File: src/rtl/nic_csr_pkg.sv
package nic_csr_pkg;
  localparam int FLAG_N   = 6;
  localparam int RU_W     = 6;
  localparam int CU_W     = 2;
  localparam int CODE_W   = 8;
  localparam int LANE_N   = 4;
  localparam int LANE_W   = 8;
  localparam int DATA_W   = LANE_N * LANE_W;
  // byte lanes of control word 0
  localparam int LANE_ACK  = 1;
  localparam int LANE_CMD  = 2;
  localparam int LANE_ICTL = 3;
  // bit inside the acknowledge byte that maps to flag 0
  localparam int ACK_FLAG_LSB = 2;
  localparam int ICTL_MASK = 0;
  localparam int ICTL_SWI  = 1;
  localparam int FLAG_SWI  = 0;

  function automatic logic code_takes_ptr(input logic [CODE_W-1:0] c);
    logic hi, lo;
    hi = (c[7:4] == 4'h1) || (c[7:4] == 4'h4) || (c[7:4] == 4'h6);
    lo = (c[3:0] == 4'h1) || (c[3:0] == 4'h5) || (c[3:0] == 4'h6);
    return hi || lo;
  endfunction
endpackage

File: src/rtl/csr_evt_flags.sv
module csr_evt_flags #(
  parameter int N = 6
) (
  input  logic         clk,
  input  logic         rst,
  input  logic [N-1:0] set_i,
  input  logic [N-1:0] clr_i,
  output logic [N-1:0] flags_q,
  output logic [N-1:0] flags_nxt
);
  for (genvar i = 0; i < N; i++) begin : g_flag
    // set has priority so a simultaneous event is never lost
    assign flags_nxt[i] = set_i[i] | (flags_q[i] & ~clr_i[i]);

    always_ff @(posedge clk) begin
      if (rst) flags_q[i] <= 1'b0;
      else     flags_q[i] <= flags_nxt[i];
    end

    p_set_wins_r4: assert property (@(posedge clk) disable iff (rst)
      set_i[i] |=> flags_q[i]);

    p_clear_r3: assert property (@(posedge clk) disable iff (rst)
      (clr_i[i] && !set_i[i]) |=> !flags_q[i]);

    p_hold_r2: assert property (@(posedge clk) disable iff (rst)
      (flags_q[i] && !clr_i[i]) |=> flags_q[i]);
  end
endmodule

File: src/rtl/csr_cmd_post.sv
module csr_cmd_post
  import nic_csr_pkg::*;
#(
  parameter int CW = CODE_W,
  parameter int PW = DATA_W
) (
  input  logic          clk,
  input  logic          rst,
  input  logic          post_i,
  input  logic [CW-1:0] code_i,
  input  logic [PW-1:0] ptr_i,
  input  logic          accept_i,
  output logic [CW-1:0] pend_code_o,
  output logic          cmd_valid_o,
  output logic [CW-1:0] cmd_code_o,
  output logic [PW-1:0] cmd_ptr_o
);
  logic busy;
  logic take;

  assign busy = (pend_code_o != '0);
  assign take = post_i && !busy && (code_i != '0);

  always_ff @(posedge clk) begin
    if (rst) begin
      pend_code_o <= '0;
      cmd_valid_o <= 1'b0;
      cmd_code_o  <= '0;
      cmd_ptr_o   <= '0;
    end else begin
      cmd_valid_o <= take;
      if (take) begin
        pend_code_o <= code_i;
        cmd_code_o  <= code_i;
        cmd_ptr_o   <= code_takes_ptr(code_i) ? ptr_i : '0;
      end else if (busy && accept_i) begin
        pend_code_o <= '0;
      end
    end
  end

  p_pulse_once_r7: assert property (@(posedge clk) disable iff (rst)
    cmd_valid_o |=> !cmd_valid_o);

  p_pending_kept_r9: assert property (@(posedge clk) disable iff (rst)
    (busy && !accept_i) |=> $stable(pend_code_o));

  p_pulse_matches_r7: assert property (@(posedge clk) disable iff (rst)
    cmd_valid_o |-> (pend_code_o == cmd_code_o));
endmodule

File: src/rtl/csr_irq_out.sv
module csr_irq_out #(
  parameter int N = 6
) (
  input  logic         clk,
  input  logic         rst,
  input  logic [N-1:0] flags_nxt_i,
  input  logic         mask_nxt_i,
  output logic         irq_o
);
  always_ff @(posedge clk) begin
    if (rst) irq_o <= 1'b0;
    else     irq_o <= (|flags_nxt_i) && !mask_nxt_i;
  end
endmodule

File: src/rtl/nic_csr_irq.sv
module nic_csr_irq
  import nic_csr_pkg::*;
#(
  parameter int ADDR_W = 1
) (
  input  logic              clk,
  input  logic              rst,
  input  logic              host_wr,
  input  logic [ADDR_W-1:0] host_waddr,
  input  logic [LANE_N-1:0] host_wstrb,
  input  logic [DATA_W-1:0] host_wdata,
  input  logic              host_rd,
  input  logic [ADDR_W-1:0] host_raddr,
  output logic [DATA_W-1:0] host_rdata,
  input  logic [FLAG_N-1:0] ev_strobe_i,
  input  logic [RU_W-1:0]   ru_state_i,
  input  logic [CU_W-1:0]   cu_state_i,
  input  logic              cmd_accept_i,
  output logic              cmd_valid_o,
  output logic [CODE_W-1:0] cmd_code_o,
  output logic [DATA_W-1:0] cmd_ptr_o,
  output logic              irq_o
);
  localparam logic [ADDR_W-1:0] A_CTRL = ADDR_W'(0);
  localparam logic [ADDR_W-1:0] A_PTR  = ADDR_W'(1);
  localparam int PAD_W = LANE_W - (RU_W + CU_W);

  logic              wr_ctrl, wr_ptr;
  logic              ack_wr, cmd_wr, ictl_wr;
  logic [LANE_W-1:0] ack_byte, cmd_byte, ictl_byte;
  logic [FLAG_N-1:0] set_v, clr_v, flags_q, flags_nxt;
  logic              mask_q, mask_nxt;
  logic [DATA_W-1:0] ptr_q;
  logic [RU_W-1:0]   ru_q;
  logic [CU_W-1:0]   cu_q;
  logic [CODE_W-1:0] pend_code;
  logic [DATA_W-1:0] word_ctrl;

  // write decode
  assign wr_ctrl   = host_wr && (host_waddr == A_CTRL);
  assign wr_ptr    = host_wr && (host_waddr == A_PTR);
  assign ack_wr    = wr_ctrl && host_wstrb[LANE_ACK];
  assign cmd_wr    = wr_ctrl && host_wstrb[LANE_CMD];
  assign ictl_wr   = wr_ctrl && host_wstrb[LANE_ICTL];
  assign ack_byte  = host_wdata[LANE_ACK*LANE_W +: LANE_W];
  assign cmd_byte  = host_wdata[LANE_CMD*LANE_W +: LANE_W];
  assign ictl_byte = host_wdata[LANE_ICTL*LANE_W +: LANE_W];

  always_comb begin
    clr_v = '0;
    if (ack_wr) clr_v = ack_byte[ACK_FLAG_LSB +: FLAG_N];
    set_v = ev_strobe_i;
    if (ictl_wr && ictl_byte[ICTL_SWI]) set_v[FLAG_SWI] = 1'b1;
  end

  csr_evt_flags #(.N(FLAG_N)) u_flags (
    .clk       (clk),
    .rst       (rst),
    .set_i     (set_v),
    .clr_i     (clr_v),
    .flags_q   (flags_q),
    .flags_nxt (flags_nxt)
  );

  // interrupt mask
  assign mask_nxt = ictl_wr ? ictl_byte[ICTL_MASK] : mask_q;

  always_ff @(posedge clk) begin
    if (rst) mask_q <= 1'b1;
    else     mask_q <= mask_nxt;
  end

  csr_irq_out #(.N(FLAG_N)) u_irq (
    .clk         (clk),
    .rst         (rst),
    .flags_nxt_i (flags_nxt),
    .mask_nxt_i  (mask_nxt),
    .irq_o       (irq_o)
  );

  // general pointer, byte-writable
  for (genvar b = 0; b < LANE_N; b++) begin : g_ptr
    always_ff @(posedge clk) begin
      if (rst)                       ptr_q[b*LANE_W +: LANE_W] <= '0;
      else if (wr_ptr && host_wstrb[b]) ptr_q[b*LANE_W +: LANE_W] <= host_wdata[b*LANE_W +: LANE_W];
    end
  end

  csr_cmd_post #(.CW(CODE_W), .PW(DATA_W)) u_cmd (
    .clk         (clk),
    .rst         (rst),
    .post_i      (cmd_wr),
    .code_i      (cmd_byte[CODE_W-1:0]),
    .ptr_i       (ptr_q),
    .accept_i    (cmd_accept_i),
    .pend_code_o (pend_code),
    .cmd_valid_o (cmd_valid_o),
    .cmd_code_o  (cmd_code_o),
    .cmd_ptr_o   (cmd_ptr_o)
  );

  // unit state mirrors
  always_ff @(posedge clk) begin
    if (rst) begin
      ru_q <= '0;
      cu_q <= '0;
    end else begin
      ru_q <= ru_state_i;
      cu_q <= cu_state_i;
    end
  end

  // read path
  always_comb begin
    word_ctrl = '0;
    word_ctrl[RU_W-1:0]                          = ru_q;
    word_ctrl[RU_W +: CU_W]                      = cu_q;
    word_ctrl[LANE_ACK*LANE_W+ACK_FLAG_LSB +: FLAG_N] = flags_q;
    word_ctrl[LANE_CMD*LANE_W +: CODE_W]         = pend_code;
    word_ctrl[LANE_ICTL*LANE_W+ICTL_MASK]        = mask_q;
  end

  always_ff @(posedge clk) begin
    if (rst)          host_rdata <= '0;
    else if (host_rd) host_rdata <= (host_raddr == A_PTR) ? ptr_q : word_ctrl;
  end

  p_mask_blocks_r6: assert property (@(posedge clk) disable iff (rst)
    mask_q |-> !irq_o);

  p_irq_follows_r5: assert property (@(posedge clk) disable iff (rst)
    ((flags_q != '0) && !mask_q) |-> irq_o);

  p_irq_cause_r5: assert property (@(posedge clk) disable iff (rst)
    irq_o |-> (flags_q != '0));

  initial begin
    a_pad_r10: assert (PAD_W >= 0);
  end
endmodule

File: config.mk
export PLATFORM = sky130hd
export DESIGN_NAME = nic_csr_irq
export DESIGN_NICKNAME = d
export VERILOG_FILES = /design/src/rtl/nic_csr_pkg.sv /design/src/rtl/csr_evt_flags.sv /design/src/rtl/csr_cmd_post.sv /design/src/rtl/csr_irq_out.sv /design/src/rtl/nic_csr_irq.sv
export SDC_FILE = /design/constraint.sdc
export NUM_CORES = 1
export LEC_CHECK = 0
export BUFFER_PORTS_ARGS = -buffer_cell sky130_fd_sc_hd__buf_2
export CORE_MARGIN = 2
export CORE_UTILIZATION = 30
export CTS_CLUSTER_SIZE = 40
export DETAILED_ROUTE_END_ITERATION = 6
export SYNTH_ARGS = -nofsm -noshare
export SYNTH_HDL_FRONTEND = slang
export SYNTH_SLANG_ARGS = --single-unit
export TNS_END_PERCENT = 10
File: constraint.sdc
create_clock -name clk -period 2.2 [get_ports clk]
set_input_delay 0.44 -clock clk [delete_from_list [all_inputs] [get_ports clk]]
set_output_delay 0.44 -clock clk [all_outputs]
set_load 0.005 [all_outputs]
==> qor.txt, run 1 <==
Max Clk Rate = 0.5697 GHz
Most used DFF post-synth = dfxtp_1
Post-Place Cell Area = 6071 µm²
Post-cts resize count = 0
Max-slew violations = 0
Hold_sp = cu_state_i[1]
Critical path destination = u_cmd.cmd_ptr_o[12]
Worst-Margin Slew = 0.6491 ns
Clock sinks = 129
Met3 routed WL = 1.086 mm
CTS tree = yes
Clk Latency, worst-skew pair = 0.42 ns
Grt total ovfl = 0
CP endpoint kind = flop
Cell variety after synth = 38
Starting Density = 0.3069
Ys Warns = 0
Synth Instances = 522
Fill cells = 1630
Routed vias/inst = 4.949
FF+latch area = 2582 µm²
Reg2reg end = u_cmd.cmd_ptr_o[12]
Post-CTS setup buffers = 0
Detailed placement HPWL = 11.11 mm
Worst clock skew = 0.007172 ns
PD cells = 872.9 nW/µm²
CP Class = reg2reg
DIE HEIGHT = 134.5 µm
Leakage = 2.879 nW
Post-synth top area cell = dfxtp_1
Antenna violations before repair = 0
CTS hold repair buffers = 0
Synth Cell Area = 5107 µm²
Vias in the first global route = 4298
Core ar. = 16640 µm²
Fin crit period = 1.755 ns
Overall power = 5.845 mW
Setup TNS = 0 ns
Drt pass-1 iters = 4
Cell count after placement = 850
CP startpoint = u_cmd.pend_code_o[1]
Die width = 134.5 µm
RSZ-0062 raised after global routing = false
Post-synth top area share = 0.5056
Max VDD drop = 0.0005315 V
Worst-path clk slew = 0.06 ns
Final Core Density = 0.4024
Final setup viols = 0
Async SR Flop Fraction = 0
Io pins = 131
Synth Register Bits = 129
R2r setup slk = 0.44 ns
Total GRT Usage = 0.1686
Status = finished, final reports clean
Clock Path Buffers = 2
Worst-path fanout max = 17
Via count = 4370
Avg Cell Area, Syn = 9.784 µm²
DRT met1 WL = 6.807 mm
GPL Wtd Cong = 0.8463
First-pass GRT wire length = 23.20 mm
Multi-input combinational cell area = 2271 µm²
Routed met2 length = 6.931 mm
WL per Instance = 17.06 µm
Layout cells sized above 1 = 0.3036
Post-route ant nets = 0
Seq/Total Area, Yosys = 0.5056
Final net count = 706
Max-slew headroom = 0.5652
Die area = 18080 µm²
Min-delay worst type = in2reg
IO Port Bufs = 130
Max-cap violations = 0
Initial DRC count = 228
Top sig layer = met4
Startpoint types = flop
WL final = 15.07 mm
Reg2reg start = u_cmd.pend_code_o[1]
Arr. time, crit path = 2.09 ns
Post-route insts no fill = 883
Post-synth EDFFs = 0
Clock root cell = clkbuf_16
Cts bufs inserted = 17
Data required time of the worst path = 2.54 ns
Residual DRC = 0
Fin crit share = 0.7979
Largest net degree at the start of global routing = 65
Final hold vios = 0
Worst reg2reg path depth = 5
Area grow syn2layout = 31.11%
# rows = 47
Post-route cell area = 6696 µm²
Top cells by area, synth = dfxtp_1 (51%), mux2i_1 (11%), nor2_1 (4.6%), a21oi_1 (4.6%), nand2b_1 (4.2%)
Syn_nets = 579
H-tree levels = 4
worst min-delay path by stage:
stage	endpoint	slack [ns]	cells past startpoint
detailed placement	host_rdata[26]	0.46	2
CTS	cu_q[1]	0.21	2
floorplan	u_flags.flags_q[1]	0.46	2
finish	cu_q[1]	0.23	2
global route	cu_q[1]	0.21	2
global placement	u_cmd.cmd_ptr_o[12]	0.46	2
layer usage:
layer | track usage | vias to the layer above
met5 | 0 | -
met4 | 0.06199 | 0
met3 | 0.06006 | 24
met2 | 0.2664 | 152
met1 | 0.2125 | 2070
li1 | - | 2124
cell usage in the layout, fill, tap and decap left out, types with 2 or more instances in the layout:
master | synthesis | layout
a211oi_1 | 23 | 23
a21oi_1 | 47 | 47
and2_1 | 2 | 2
and4_1 | 2 | 2
buf_12 | 0 | 6
buf_2 | 7 | 129
buf_4 | 3 | 16
bufinv_16 | 0 | 3
clkbuf_16 | 0 | 17
clkbuf_8 | 0 | 3
clkinv_2 | 0 | 2
clkinv_4 | 0 | 2
clkinvlp_4 | 0 | 4
dfxtp_1 | 129 | 129
inv_1 | 15 | 15
mux2i_1 | 55 | 55
nand2_1 | 8 | 8
nand2b_1 | 34 | 34
nand3_1 | 15 | 15
nand4b_1 | 4 | 4
nor2_1 | 63 | 63
nor2b_1 | 8 | 8
nor3_1 | 2 | 2
nor4_1 | 2 | 2
o2111ai_1 | 17 | 17
o21ai_0 | 25 | 25
o32ai_1 | 5 | 5
o32ai_2 | 10 | 10
per-stage QoR:
| step | hold WS [ns] | setup WS (ns) |
|---|---|---|
| 6_report | 0.2303 | 0.4445 |
| 5_1_grt | 0.2130 | 0.3432 |
| 4_1_cts | 0.2113 | 0.4057 |
| 3_5_place_dp | 0.4564 | 0.3276 |
| 3_3_place_gp | 0.4569 | 0.3761 |
| 2_1_floorplan | 0.4609 | 0.4513 |
layout make-up:
cell class | count | area share
well taps | 220 | 0.04111
clock buffers | 20 | 0.06969
diodes | 1 | 0.0003737
flip-flops and latches | 129 | 0.3857
clock inverters | 12 | 0.02336
multi-input cells | 335 | 0.3391
inverters | 15 | 0.008408
repair buffers | 151 | 0.1323
cell families after synthesis:
family | share of synthesized area
compound gates | 0.1894
buf+inv | 0.04973
flops | 0.5056
mux | 0.1078
simple gates | 0.1475
critical path, cell delays in order (launching register included):
cell and delay (ns):
dfxtp_1 0.32, nor3_1 0.41, and4_1 0.35, buf_4 0.26, o2111ai_1 0.14, a21oi_1 0.19
sequential cells by signal, summed over array words and instances (netlist names):
name / count
host_rdata: 32
u_cmd.cmd_valid_o: 1
u_cmd.cmd_ptr_o: 32
ptr_q: 32
cu_q: 2
u_irq.irq_o: 1
ru_q: 6
mask_q: 1
u_cmd.pend_code_o: 8
u_flags.flags_q: 6
u_cmd.cmd_code_o: 8
power by group:
group	total [mW]	internal, mW	switching (mW)
clock	2.94	1.87	1.07
combinational	0.446	0.190	0.256
sequential	2.46	2.41	0.0446
synth_stat cells (2+ instances only):
cell / number
mux2i_1: 55
nor2b_1: 8
clkbuf_1: 29
dfxtp_1: 129
nand2b_1: 34
and2_1: 2
buf_4: 3
nor4_1: 2
buf_6: 2
nand4b_1: 4
o2111ai_1: 17
nand3_1: 15
a21oi_1: 47
a211oi_1: 23
o32ai_2: 10
o21ai_0: 25
nor2_1: 63
buf_2: 7
inv_1: 15
nor3_1: 2
and4_1: 2
nand2_1: 8
o32ai_1: 5
(Power assumes the default switching activity.)
==> run 2, diff against run 1 <==
clock period = 1.45 ns   (was 2.2 ns; I/O delays follow)
==> qor.txt, run 2 (synthesized netlist as in run 1, its figures left out) <==
Status = finished with violations
Failing checks = negative setup slack
GR Util met1 = 0.2229 (+0.01045)
Die width = 134.5 µm (unchanged)
Layout cells sized above 1 = 0.3498 (+0.04616)
Fin crit share = 1.030 (+0.2323)
Largest net degree at the start of global routing = 65 (unchanged)
Final hold vios = 0 (unchanged)
Antenna violations before repair = 1 (+1)
Clock sinks = 129 (unchanged)
Clock Path Buffers = 2 (unchanged)
Max-slew headroom = 0.7667 (+0.2015)
Slowest CP cell = dfxtp_2
Fill cells = 1623 (-0.43%)
Via count = 4488 (+2.7%)
Final net count = 737 (+4.4%)
Startpoint types = flop
Residual DRC = 0 (unchanged)
First-pass GRT wire length = 23.97 mm (+3.3%)
Core ar. = 16640 µm² (unchanged)
Leading cell type in the layout, fill and taps excluded = buf_2
Multi-input combinational cell area = 2386 µm² (+5.1%)
CP Class = reg2reg
Worst setup margin = -0.04387 ns (-0.4884 ns)
WL final = 15.41 mm (+2.3%)
Max-slew violations = 0 (unchanged)
Grt total ovfl = 0 (unchanged)
Max Clk Rate = 0.6694 GHz (+18%)
Commonest non-fill, non-tap cells in the layout = buf_2 (129), dfxtp_1 (127), nor2_1 (62)
GPL Wtd Cong = 0.7958 (-6.0%)
Worst clock skew = 0.005170 ns (-0.002002 ns)
Io pins = 131 (unchanged)
Total GRT Usage = 0.1718 (+0.003109)
GR Util met3 = 0.04767 (-0.01239)
Arr. time, crit path = 1.82 ns (-0.27 ns)
Initial DRC count = 275 (+21%)
Vias in the first global route = 4461 (+3.8%)
Worst-path clk slew = 0.06 ns (about the same)
PD cells = 1224 nW/µm² (+40%)
RSZ-0062 raised after global routing = true
Area grow syn2layout = 38.22%
CTS hold repair buffers = 0 (unchanged)
CP peak stage delay = 0.32 ns (-0.09 ns)
Clock root cell = clkbuf_16
Leakage = 3.070 nW (+6.6%)
Sequence of cells on the critical path = nor3_2, buf_4, and4_4, o211ai_4, buf_12, o32ai_4
WL per Instance = 16.95 µm (-0.65%)
DIE HEIGHT = 134.5 µm (unchanged)
Starting Density = 0.3069 (unchanged)
Worst-path fanout max = 15 (-2)
Min-delay worst type = in2reg
GRT busiest layer = met2
Post-route ant nets = 0 (unchanged)
Worst-Margin Slew = 0.3402 ns (-0.3088 ns)
# rows = 47 (unchanged)
CTS tree = yes
H-tree levels = 4 (unchanged)
IO Port Bufs = 130 (unchanged)
Clk Latency, worst-skew pair = 0.41 ns (about the same)
Die area = 18080 µm² (unchanged)
Leading registers by flop count = host_rdata: 32 flops, ptr_q: 32 flops, u_cmd.cmd_ptr_o: 32 flops
Overall power = 8.638 mW (+48%)
Drt pass-1 iters = 5 (+1)
Max-cap violations = 0 (unchanged)
Fin crit period = 1.494 ns (-0.2616 ns)
Routed vias/inst = 4.937 (-0.24%)
Detailed placement HPWL = 11.10 mm (about the same)
Cts bufs inserted = 17 (unchanged)
Hold WS = 0.08512 ns (-0.1452 ns)
Met2 usage = 0.2710 (+0.004535)
Inserted Diodes = 0 (-1)
Final setup viols = 33 (+33)
Max VDD drop = 0.0005506 V (+3.6%)
Data required time of the worst path = 1.77 ns (-0.77 ns)
CP endpoint kind = flop
FF+latch area = 2585 µm² (about the same)
[run 2: cell types whose count changed in the layout (fill, tap and decap cells not counted), sizes merged]
cell / previous run / this run
buf: 151 / 181
clkbuf: 20 / 23
clkinvlp: 4 / 1
bufinv: 3 / 2
clkinv: 4 / 3
diode: 1 / 0
inv: 16 / 15
[run 2: worst paths after layout]
kind	start	end	slack, ns	cells after the start
worst min-delay path	ru_state_i[2]	ru_q[2]	0.09	2
worst max-delay path	u_cmd.pend_code_o[1]	u_cmd.cmd_ptr_o[31]	-0.04	6
worst min register to register	host_rdata[25]	host_rdata[25]	0.47	2
worst max register to register	u_cmd.pend_code_o[1]	u_cmd.cmd_ptr_o[31]	-0.04	6
[run 2: layer usage]
metal  vias up  wire, µm
met5         -        13
met4         2       352
met3        29       940
met2       132      6953
met1      2151      7148
li1       2174         -
[run 2: what timing repair did]
item,4_1_cts,5_1_grt
gates cloned,0,1
gates resized for setup,12,27
endpoints found under the setup margin,47,47
pin swaps,3,5
buffers inserted,1,0
[run 2: where the power goes]
part / leakage, nW / switching (mW) / internal (mW)
combinational: 1.74 / 0.412 / 0.353
sequential: 1.05 / 0.0697 / 3.66
clock: 0.280 / 1.48 / 2.66
total: 3.07 / 1.96 / 6.68
[run 2: final cells by class]
cell class | instances | area share
timing repair buffer | 182 | 0.1686
multi-input combinational | 335 | 0.3380
clock buffer | 22 | 0.06859
inverter | 15 | 0.007976
tap | 220 | 0.03899
clock inverter | 6 | 0.01170
sequential | 129 | 0.3662
[run 2: per-stage QoR]
step	worst slack, ns	setup TNS [ns]	util	cells	instance area, µm²
after floorplan	-0.04241	-0.4681	-	522	5125
after global placement	-0.1833	-6.691	0.3798	879	6321
after detailed placement	-0.2391	-8.217	0.3798	879	6321
after CTS	-0.05870	-0.8701	0.4188	908	6970
after global routing	-0.1090	-3.422	0.4242	909	7059
final	-0.04387	-0.6463	0.4242	909	7059
[run 2: critical path, delay by kind of cell, from the launching register on]
kind,cells,cell delay [ns]
AND/OR/NAND/NOR,2,0.44
buffers and inverters,2,0.33
flip-flops,1,0.32
AO/OA/AOI/OAI,2,0.30
